`src/rtl/acc_alu.sv`:
```
module acc_alu #(
  parameter int W = 8
) (
  input  logic         clk,
  input  logic         rst_n,
  input  logic         start,
  input  logic [3:0]   op,
  input  logic [W-1:0] operand,
  output logic [W-1:0] acc,
  output logic         flag
);

  localparam logic [3:0] OP_OR   = 4'd0;
  localparam logic [3:0] OP_AND  = 4'd1;
  localparam logic [3:0] OP_XOR  = 4'd2;
  localparam logic [3:0] OP_LD   = 4'd3;
  localparam logic [3:0] OP_ADD  = 4'd4;
  localparam logic [3:0] OP_ADC  = 4'd5;
  localparam logic [3:0] OP_SD   = 4'd6;
  localparam logic [3:0] OP_SDB  = 4'd7;
  localparam logic [3:0] OP_SM   = 4'd8;
  localparam logic [3:0] OP_SMB  = 4'd9;
  localparam logic [3:0] OP_SHR  = 4'd10;
  localparam logic [3:0] OP_SHRC = 4'd11;
  localparam logic [3:0] OP_SHL  = 4'd12;
  localparam logic [3:0] OP_SHLC = 4'd13;

  logic [W-1:0] add_a, add_b, nxt_acc;
  logic         add_cin, nxt_flag;
  logic [W:0]   sum;

  always_comb begin
    add_a   = acc;
    add_b   = operand;
    add_cin = 1'b0;
    unique case (op)
      OP_ADC:        add_cin = flag;
      OP_SD:  begin add_a = operand; add_b = ~acc;     add_cin = 1'b1; end
      OP_SDB: begin add_a = operand; add_b = ~acc;     add_cin = flag; end
      OP_SM:  begin                  add_b = ~operand; add_cin = 1'b1; end
      OP_SMB: begin                  add_b = ~operand; add_cin = flag; end
      default: ;
    endcase
  end

  assign sum = {1'b0, add_a} + {1'b0, add_b} + {{W{1'b0}}, add_cin};

  always_comb begin
    nxt_acc  = acc;
    nxt_flag = flag;
    case (op)
      OP_OR:   nxt_acc = acc | operand;
      OP_AND:  nxt_acc = acc & operand;
      OP_XOR:  nxt_acc = acc ^ operand;
      OP_LD:   nxt_acc = operand;
      OP_ADD, OP_ADC, OP_SD, OP_SDB, OP_SM, OP_SMB:
               {nxt_flag, nxt_acc} = sum;
      OP_SHR:  begin nxt_acc = {1'b0, acc[W-1:1]}; nxt_flag = acc[0];   end
      OP_SHRC: begin nxt_acc = {flag, acc[W-1:1]}; nxt_flag = acc[0];   end
      OP_SHL:  begin nxt_acc = {acc[W-2:0], 1'b0}; nxt_flag = acc[W-1]; end
      OP_SHLC: begin nxt_acc = {acc[W-2:0], flag}; nxt_flag = acc[W-1]; end
      default: ;
    endcase
  end

  always_ff @(posedge clk) begin
    if (!rst_n) begin
      acc  <= '0;
      flag <= 1'b0;
    end else if (start) begin
      acc  <= nxt_acc;
      flag <= nxt_flag;
    end
  end

  p_hold_r2: assert property (@(posedge clk) disable iff (!rst_n)
    !start |=> $stable(acc) && $stable(flag));

  p_reserved_r3: assert property (@(posedge clk) disable iff (!rst_n)
    start && op >= 4'd14 |=> $stable(acc) && $stable(flag));

  p_logic_flag_r4: assert property (@(posedge clk) disable iff (!rst_n)
    start && (op == OP_OR || op == OP_AND || op == OP_XOR) |=> $stable(flag));

  p_load_r5: assert property (@(posedge clk) disable iff (!rst_n)
    start && op == OP_LD |=> acc == $past(operand) && $stable(flag));

  p_add_r6: assert property (@(posedge clk) disable iff (!rst_n)
    start && op == OP_ADD |=>
      {flag, acc} == {1'b0, $past(acc)} + {1'b0, $past(operand)});

  p_sm_r8: assert property (@(posedge clk) disable iff (!rst_n)
    start && op == OP_SM |=>
      acc == $past(acc) - $past(operand) && flag == ($past(acc) >= $past(operand)));

  p_shr_r9: assert property (@(posedge clk) disable iff (!rst_n)
    start && op == OP_SHRC |=> acc[W-1] == $past(flag) && flag == $past(acc[0]));

  p_shl_r10: assert property (@(posedge clk) disable iff (!rst_n)
    start && op == OP_SHLC |=> acc[0] == $past(flag) && flag == $past(acc[W-1]));

endmodule

```
`config.mk`:
```
export PLATFORM = sky130hd
export DESIGN_NAME = acc_alu
export DESIGN_NICKNAME = d
export VERILOG_FILES = /design/src/rtl/acc_alu.sv
export SDC_FILE = /design/constraint.sdc
export NUM_CORES = 1
export LEC_CHECK = 0
export BUFFER_PORTS_ARGS = -buffer_cell sky130_fd_sc_hd__buf_2
export CORE_ASPECT_RATIO = 0.6
export CORE_MARGIN = 2
export CORE_UTILIZATION = 60
export DETAILED_ROUTE_END_ITERATION = 6
export PLACE_DENSITY_LB_ADDON = 0.05
export SYNTH_ARGS = -nofsm -noshare
export SYNTH_HDL_FRONTEND = slang
export SYNTH_SLANG_ARGS = --single-unit
```
`constraint.sdc`:
```
create_clock -name clk -period 3.4 [get_ports clk]
set_clock_uncertainty 0.2 [all_clocks]
set_input_delay 0.51 -clock clk [delete_from_list [all_inputs] [get_ports clk]]
set_output_delay 0.51 -clock clk [all_outputs]
set_load 0.01 [all_outputs]
```
# --- Yosys cells after proc, flatten, opt, wreduce, memory -nomap -nowiden ---
# Index checks and enable logic that the tools add are counted.
op_classes:
  addsub: 2
  eq_ne: 13
  muxes: 5
  bitwise: 5
  reduce_logical: 12
op_table:
  columns: ["op", "count"]
  rows:
  - ["8-bit one-hot mux with 9 select lines", 1]
  - ["4-bit equality test (second input constant)", 6]
  - ["4-bit by 3-bit equality test with 1-bit output (second input constant)", 4]
  - ["8-bit inverter", 2]
  - ["8-bit one-hot mux with 2 select lines", 1]
  - ["2-bit OR reduction", 5]
  - ["8-bit by 8-bit adder with 9-bit output", 1]
  - ["9-bit by 1-bit adder with 9-bit output", 1]
  - ["9-bit nonzero test", 1]
  - ["8-bit AND", 1]
  - ["4-bit by 2-bit equality test with 1-bit output (second input constant)", 2]
  - ["8-bit 2-to-1 mux", 1]
  - ["8-bit bitwise OR", 1]
  - ["8-bit bitwise XOR", 1]
  - ["6-bit OR reduction", 1]
  - ["4-bit by 1-bit equality test with 1-bit output (second input constant)", 1]
  - ["4-bit zero test", 1]
  - ["2-bit AND reduction", 2]
  - ["1-bit one-hot mux with 3 select lines", 1]
  - ["3-bit nonzero test", 1]
  - ["3-bit OR reduction", 1]
  - ["1-bit one-hot mux with 2 select lines", 1]
word_totals:
  regBits: 9
  in_bits: 15
  output_inout_bits: 9
  word_cells: 39

# --- Longest topological paths before layout ---
# Gate-level depths: netlist of the first run.
depth:
  ltp_word: 6
  mapped_depth: 15

# --- Least setup slack after synthesis of the first run ---
# OpenSTA, ideal clock, no wires.
synth_path:
  path_kind: "in2reg"
  startpoint: "in op[1]"
  endpoint: "reg flag"
  arrival_ns: 2.796
  slack_ns: 0.281
  cell_stages: 14
  n_path_buf: 3
  cell_sequence: "buf_4 -> buf_4 -> buf_2 -> o22ai_1 -> a22oi_1 -> o31ai_1 -> fa_1 -> inv_1 -> fa_1 -> nor2b_1 -> o31a_1 -> o211a_1 -> o22ai_1 -> a31oi_1"
synth_via:
  elab_chain_len: 6
  elab_cells_between_ends: 25
synth_rtl:
  columns: ["element", "line", "rtl"]
  rows:
  - ["from (decl)", "7", "input logic [3:0] op,"]
  - ["4-bit equality test / 4-bit by 3-bit equality test with 1-bit output (equally long branches)", "36, 51", null]
  - ["2-bit OR reduction (no source line)", null, null]
  - ["8-bit one-hot mux with 2 select lines / 8-bit 2-to-1 mux (equally long branches)", "36", "unique case (op)"]
  - ["8-bit by 8-bit adder with 9-bit output", "46", "assign sum = {1'b0, add_a} + {1'b0, add_b} + {{W{1'b0}}, add_cin};"]
  - ["9-bit by 1-bit adder with 9-bit output", "46", null]
  - ["1-bit one-hot mux with 3 select lines", "51", "case (op)"]
  - ["to (signal assigned)", "72", "flag <= nxt_flag;"]
  - ["to (decl)", "10", "output logic flag"]
# Several ways; a longest one is shown, not always the timed one.
# A chain may end at the register's enable or synchronous reset.

# --- Worst setup path after layout of the first run ---
# Same ends and word-level chain as after synthesis.

==> results of run 1 <==
==> cells by family (layout without fill, tap and decap cells) <==
kind of cell             Yosys count  in the layout
multiplexers                       7              7
AND/OR/NAND/NOR                   73             73
flip-flops                         9              9
buffers and inverters             40             60
adder cells (fa/ha/maj)           25             25
AO/OA/AOI/OAI                    115            115
XOR/XNOR                           6              6
==> flip-flops by register name, summed over array words and instances (netlist names) <==
name	cells
acc	8
flag	1
==> through the flow <==
| stage | power (uW) | cell area, um2 | cells | util, % | worst slack [ns] |
|---|---|---|---|---|---|
| floorplan | 384.6 | 2011 | 275 | - | 0.2807 |
| global placement | 466.7 | 2128 | 336 | 66.03 | 0.2544 |
| detailed placement | 469.6 | 2128 | 336 | 66.03 | 0.2085 |
| CTS | 604.9 | 2175 | 340 | 67.47 | 0.4548 |
| global route | 655.6 | 2175 | 340 | 67.47 | 0.2780 |
| finish | 612.6 | 2175 | 340 | 67.47 | 0.4087 |
==> final cells by class <==
type	count	area (um2)
timing repair buffer	34	197.7
clock inverter	1	5.005
fill	291	1049
sequential	9	180.2
multi-input combinational	226	1609
clock buffer	3	41.29
tap	45	56.30
inverter	22	85.08
==> routing by layer <==
| metal | vias up | track usage (%) | wire, um |
|---|---|---|---|
| met2 | 116 | 48.58 | 2550 |
| met1 | 1029 | 52.23 | 2926 |
| met3 | 6 | 3.519 | 537 |
| met5 | - | 0 | 0 |
| li1 | 1058 | - | - |
| met4 | 0 | 2.632 | 44 |
==> power breakdown <==
part           switching (uW)  internal (uW)  total (uW)
sequential               24.8            117         142
clock                    53.5           80.8         134
combinational             196            141         337
==> critical path, stage by stage <==
cell	delay, ns
buf_2	0.28
or2_1	0.16
o21ai_0	0.08
a22oi_1	0.14
o31ai_1	0.13
fa_1	0.47
inv_1	0.10
fa_1	0.21
nor2b_1	0.07
o31a_1	0.28
o211a_1	0.22
o22ai_1	0.15
a31oi_1	0.10
==> final timing paths <==
check,endpoint,startpoint,cells after the start
max reg2reg,flag$_SDFFE_PN0P_,acc[0]$_SDFFE_PN0P_,11
max,flag$_SDFFE_PN0P_,op[1],13
min reg2reg,acc[1]$_SDFFE_PN0P_,acc[1]$_SDFFE_PN0P_,2
min,acc[2]$_SDFFE_PN0P_,start,2
==> layout by cell type (no fill, tap or decap), types with 5 or more instances in the layout <==
cell type	n
a21oi_1	17
a22oi_1	7
buf_2	23
buf_4	11
dfxtp_1	9
ha_1	23
inv_1	21
mux2i_1	5
nand2_1	34
nand3_1	10
o211ai_1	7
o21ai_0	17
o21ai_1	20
o22ai_1	12
o31ai_1	9
==> run metrics, run 1 <==
die height=48.84 um; WHS=0.3596 ns; Max-cap violations=0; # setup viols final=0; most numerous cell in the Yosys netlist=nand2_1; post-synthesis mux area share=3.609%; DP HPWL=4.368 mm; setup_tns=0 ns; Final Hold Viols=0; FMAX=334.3 MHz; Die ar.=0.003845 mm2; Worst Path Max Fanout=11; CTS clk-pin slew, worst paths=0.05 ns; Worst slew margin=54.25%; period utilization=87.98%; number of flops mapped to enable cells by yosys=0; HP Class=input port to register; YS warnings=0; combinational family with the most area after synthesis=compound AO/OA/AOI/OAI gates; first-pass detailed-route iteration total=5; nets@finish=336; I/O pins=24; Synth Cell Area=0.002011 mm2; P_leak=0.0009470 uW; synth cell count leaders=nand2_1 (34), ha_1 (23), inv_1 (21), o21ai_1 (20); area leader, netlist=ha_1; post-layout min period=2.991 ns; Sinks on Clock Net=9; initial core utilization=62.38%; # DRC=0; CTS Buffer Depth=2; flop2flop setup slack=0.58 ns; Synth Area in XOR/XNOR=2.614%; Die X=78.74 um; Iteration-0 DRC Markers=245; Adder-Cell Fraction of Synth Area=16.30%; Synth top area share=14.31%; Port Buffers=23; Final GP Congestion=0.9792; Total GRT Usage=32.66%; mean routed wirelength per cell=17.82 um; VDD IR max=0.1681 mV; #FFs+latches synth=9; # rows=16; Vias=2209; layout cells sized above 1=18.31%; largest net degree at the start of global routing=21; number of CTS-inserted buffers=3; post-synthesis compound-gate area fraction=37.52%; diode count=0; fin. max-slew vios=0; postcts setup bufs=0; CP required=3.32 ns; hold buffer count at CTS=0; Syn Area/Cell=7.312 um2; clk_lat worst skew=0.24 ns; WS Path Type=input port to register; post-synthesis sequential area ratio=8.961%; Tightest Pin Transition=0.6811 ns; grt ovf=0; Synth Area in Simple Gates=19.98%; vias in the first global route=1897; RSZ-0062 raised after global routing=no; Area Overhead vs Synth=8.152%; crit end category=register; vias per cell=6.497; clock root buffer=clkbuf_8; Mapped Nets=315; outcome=completed; CP arrival=2.91 ns; Detail Route Antenna Nets=0; first-pass GRT wire length=9.894 mm; top cells by area, synth=ha_1 (14%), dfxtp_1 (9.0%), nand2_1 (6.3%), o21ai_1 (5.0%), a21oi_1 (4.2%); DRT Wirelength=6.059 mm; Post-CTS Resized=0; number of H-tree levels=1; Gate Count Post-Synth=275; CTS tree=done; Post-synth ARST share=0%; Netlist cell types=60; initial antenna violation count=0; Main synth FF type=dfxtp_1; area of the core=0.003223 mm2; crit start category=input port; P per Cell Area=281.7 mW/mm2
No activity file was read; power rests on OpenSTA's default activity.
==> inputs of run 2 (changes only) <==
--- a/config.mk
+++ b/config.mk
@@ -10,7 +10,7 @@
 export CORE_MARGIN = 2
 export CORE_UTILIZATION = 60
 export DETAILED_ROUTE_END_ITERATION = 6
-export PLACE_DENSITY_LB_ADDON = 0.05
+export PLACE_DENSITY = 0.91
 export SYNTH_ARGS = -nofsm -noshare
 export SYNTH_HDL_FRONTEND = slang
 export SYNTH_SLANG_ARGS = --single-unit
==> run metrics, run 2 (synthesis results as in run 1) <==
outcome=completed; layout cells sized above 1=18.24%; DP HPWL=4.374 mm; Tightest Pin Transition=0.7224 ns; Port Buffers=23; Sinks on Clock Net=9; P per Cell Area=280.9 mW/mm2; Post-CTS Resized=0; postcts setup bufs=0; grt ovf=0; Area Overhead vs Synth=9.085%; max reg flops=8; Final GP Congestion=1.010; VDD IR max=0.1316 mV; CTS clk-pin slew, worst paths=0.05 ns; vias in the first global route=1979; I/O pins=24; # setup viols final=0; FMAX=330.1 MHz; CP required=3.37 ns; vias per cell=6.543; Worst Path Max Fanout=11; first-pass GRT wire length=9.839 mm; most common cell after layout, fill and taps aside=nand2_1; DRT Wirelength=5.970 mm; CP arrival=3.00 ns; Detail Route Antenna Nets=0; die height=48.84 um; Max-cap violations=0; met2 WL=2.490 mm; Iteration-0 DRC Markers=253; top layer used by detailed routing=met4; largest registers=acc (8), flag (1); number of CTS-inserted buffers=3; final core utilization=68.05%; # DRC=0; Routed met3 length=757 um; flop2flop setup slack=0.54 ns; P_leak=0.0009537 uW; CTS Buffer Depth=2; post-layout min period=3.029 ns; Biggest register=acc; mean routed wirelength per cell=17.51 um; crit end category=register; number of H-tree levels=1; largest net degree at the start of global routing=28; nets@finish=337; fin. max-slew vios=0; setup_tns=0 ns; # rows=16; hold buffer count at CTS=0; Die ar.=0.003845 mm2; WS Path Type=input port to register; first-pass detailed-route iteration total=5; Final Hold Viols=0; period utilization=89.09%; Worst slew margin=51.48%; clock root buffer=clkbuf_8; RSZ-0062 raised after global routing=no; Die X=78.74 um; most frequent cells in the layout=nand2_1 (34), ha_1 (23), buf_2 (23); clk_lat worst skew=0.24 ns; area of the core=0.003223 mm2; diode count=0; initial antenna violation count=0; Setup WS post-layout=0.3709 ns; crit start category=input port; WL met1=2.587 mm; Vias=2231; dpl ws=0.2370 ns; CTS tree=done; HP Class=input port to register; initial core utilization=62.38%; Total GRT Usage=32.87%
-- run 2: where the power goes --
part	internal, uW	switching [uW]	leakage (uW)
clock	82.7	52.9	0.0000228
sequential	117	24.7	0.0000741
combinational	143	196	0.000857
-- run 2: worst paths after layout --
| check | start | to | cells after the start |
|---|---|---|---|
| min | start | acc[2]$_SDFFE_PN0P_ | 2 |
| max reg2reg | acc[0]$_SDFFE_PN0P_ | acc[1]$_SDFFE_PN0P_ | 11 |
| min reg2reg | acc[3]$_SDFFE_PN0P_ | acc[3]$_SDFFE_PN0P_ | 2 |
| max | op[3] | acc[6]$_SDFFE_PN0P_ | 13 |
-- run 2: critical path: stages --
cell and delay [ns]:
buf_2 0.16, inv_4 0.10, buf_4 0.22, nor2_4 0.06
o31ai_1 0.35, fa_1 0.31, inv_1 0.07, fa_1 0.40
nor2b_1 0.16, o31a_1 0.21, o22ai_1 0.12, xor2_1 0.15
o211ai_1 0.17
-- run 2: routing by layer --
metal | global-route usage, % | up-vias
li1 | - | 1059
met1 | 49.54 | 1005
met2 | 46.15 | 146
met3 | 6.111 | 21
met4 | 12.28 | 0
met5 | 0 | -
-- run 2: area by class of cell --
type	instances	area [um2]
flip-flops and latches	9	180.2
well taps	45	56.30
inverters	22	85.08
fillers	283	1030
clock buffers	4	45.04
multi-input cells	226	1609
repair buffers	35	217.7
-- run 2: per-stage QoR --
stage | total power (uW) | hold WS [ns] | cells | instance area, um2
finish | 616.2 | 0.3679 | 341 | 2193
global route | 660.2 | 0.3588 | 341 | 2193
CTS | 609.9 | 0.3468 | 341 | 2193
detailed placement | 472.0 | 0.3632 | 337 | 2148
global placement | 464.9 | 0.3473 | 337 | 2148
floorplan | 384.6 | 0.3428 | 275 | 2011
==> inputs of run 3 (changes only) <==
--- a/config.mk
+++ b/config.mk
@@ -10,7 +10,10 @@
 export CORE_MARGIN = 2
 export CORE_UTILIZATION = 60
 export DETAILED_ROUTE_END_ITERATION = 6
+export GPL_TIMING_DRIVEN = 0
 export PLACE_DENSITY = 0.91
+export SETUP_SLACK_MARGIN = 0.4
+export SLEW_MARGIN = 15
 export SYNTH_ARGS = -nofsm -noshare
 export SYNTH_HDL_FRONTEND = slang
 export SYNTH_SLANG_ARGS = --single-unit
==> run metrics, run 3 (synthesis results as in run 1) <==
outcome=finished with violations; violated checks=design-rule violations; most frequent cells in the layout=nand2_1 (34), buf_4 (25), ha_1 (23); CTS tree=done; # DRC=2; crit start category=input port; initial antenna violation count=0; dpl cells=341; fin. max-slew vios=0; P per Cell Area=276.6 mW/mm2; # setup viols final=0; number of H-tree levels=1; dpl ws=-0.1216 ns; max reg flops=8; post-layout min period=3.087 ns; P_leak=0.001145 uW; first-pass detailed-route iteration total=7; mean routed wirelength per cell=20.74 um; layout cells sized above 1=29.10%; Setup WS post-layout=0.3132 ns; grt ovf=0; Worst slew margin=54.32%; Final GP Congestion=0.9722; CTS Buffer Depth=2; Die ar.=0.003845 mm2; CP required=3.33 ns; Final Hold Viols=0; post-route cell area=0.002579 mm2; first-pass GRT wire length=10.40 mm; multi-input logic area=0.001683 mm2; hold buffer count at CTS=0; Detail Route Antenna Nets=0; WS Path Type=input port to register; largest registers=acc (8), flag (1); vias in the first global route=2063; initial core utilization=62.38%; vias per cell=6.842; Seq. cell area=180.2 um2; crit end category=register; CP arrival=3.02 ns; Finished Layout Cells=368; Biggest register=acc; area of the core=0.003223 mm2; setup_tns=0 ns; Area Overhead vs Synth=28.25%; number of CTS-inserted buffers=3; Tightest Pin Transition=0.6801 ns; FMAX=324.0 MHz; Sinks on Clock Net=9; Port Buffers=21; nets@finish=364; clk_lat worst skew=0.25 ns; largest net degree at the start of global routing=11; CTS clk-pin slew, worst paths=0.06 ns; Die X=78.74 um; VDD IR max=0.1523 mV; die height=48.84 um; Worst Path Max Fanout=10; most common cell after layout, fill and taps aside=nand2_1; # rows=16; placed inst area=0.002206 mm2; Iteration-0 DRC Markers=447; FILL cells=230; I/O pins=24; period utilization=90.79%; HP Class=register to register; diode count=0; Vias=2518; Total GRT Usage=34.84%; DP HPWL=4.732 mm; Max-cap violations=0; RSZ-0062 raised after global routing=yes; clock root buffer=clkbuf_8; DRT Wirelength=7.632 mm
run 3: cell types whose count changed in the layout (fill, tap and decap cells not counted), moves of 3 or more:
| cell | previous run | this run |
|---|---|---|
| buf_4 | 11 | 25 |
| buf_12 | 1 | 6 |
| buf_6 | 0 | 4 |
| buf_8 | 0 | 4 |
| o22ai_1 | 12 | 9 |
run 3: final cells by class:
class / instances / area share (%)
plain buffers: 18 / 9.122
clock buffers: 4 / 1.747
inverters: 22 / 3.299
multi-input cells: 226 / 65.26
flip-flops and latches: 9 / 6.987
well taps: 45 / 2.183
repair buffers: 44 / 11.40
run 3: what timing repair did:
action,CTS,global route
gates resized for setup,17,22
setup buffers,5,18
pin swaps,7,3
setup endpoints to repair,5,6
run 3: worst paths after layout:
| check | start | endpoint | slack (ns) | cells past startpoint |
|---|---|---|---|---|
| max | op[0] | flag$_SDFFE_PN0P_ | 0.31 | 13 |
| min | acc[1]$_SDFFE_PN0P_ | acc[1]$_SDFFE_PN0P_ | 0.36 | 2 |
| max reg2reg | acc[0]$_SDFFE_PN0P_ | flag$_SDFFE_PN0P_ | 0.47 | 11 |
| min reg2reg | acc[1]$_SDFFE_PN0P_ | acc[1]$_SDFFE_PN0P_ | 0.36 | 2 |
run 3: critical path, stage by stage:
cell	delay, ns
buf_2	0.18
clkbuf_4	0.22
and3_1	0.21
o21ai_1	0.16
o21ai_2	0.10
fa_2	0.45
inv_2	0.08
fa_2	0.20
nor2b_2	0.05
o31a_1	0.29
o211a_1	0.28
o22ai_2	0.18
a31oi_1	0.10
run 3: per-layer routing:
metal | up-vias | track usage, % | wire [um]
met5 | - | 0 | 0
met2 | 245 | 49.29 | 3246
li1 | 1108 | - | -
met3 | 43 | 9.074 | 1287
met4 | 0 | 10.23 | 266
met1 | 1122 | 51.61 | 2831
run 3: metrics by stage:
step	hold WS (ns)	total power, uW	util, %
2_1_floorplan	0.3430	390.3	-
4_1_cts	0.3646	637.4	72.71
6_report	0.3623	713.3	80.01
3_3_place_gp	0.3570	482.2	68.44
3_5_place_dp	0.3593	491.8	68.44
5_1_grt	0.3805	736.3	80.01
run 3: report_power, final:
part / total, uW / switching [uW] / internal [uW]
combinational: 430 / 241 / 189
sequential: 141 / 24.5 / 117
clock: 142 / 59.1 / 82.9
total: 713 / 325 / 389
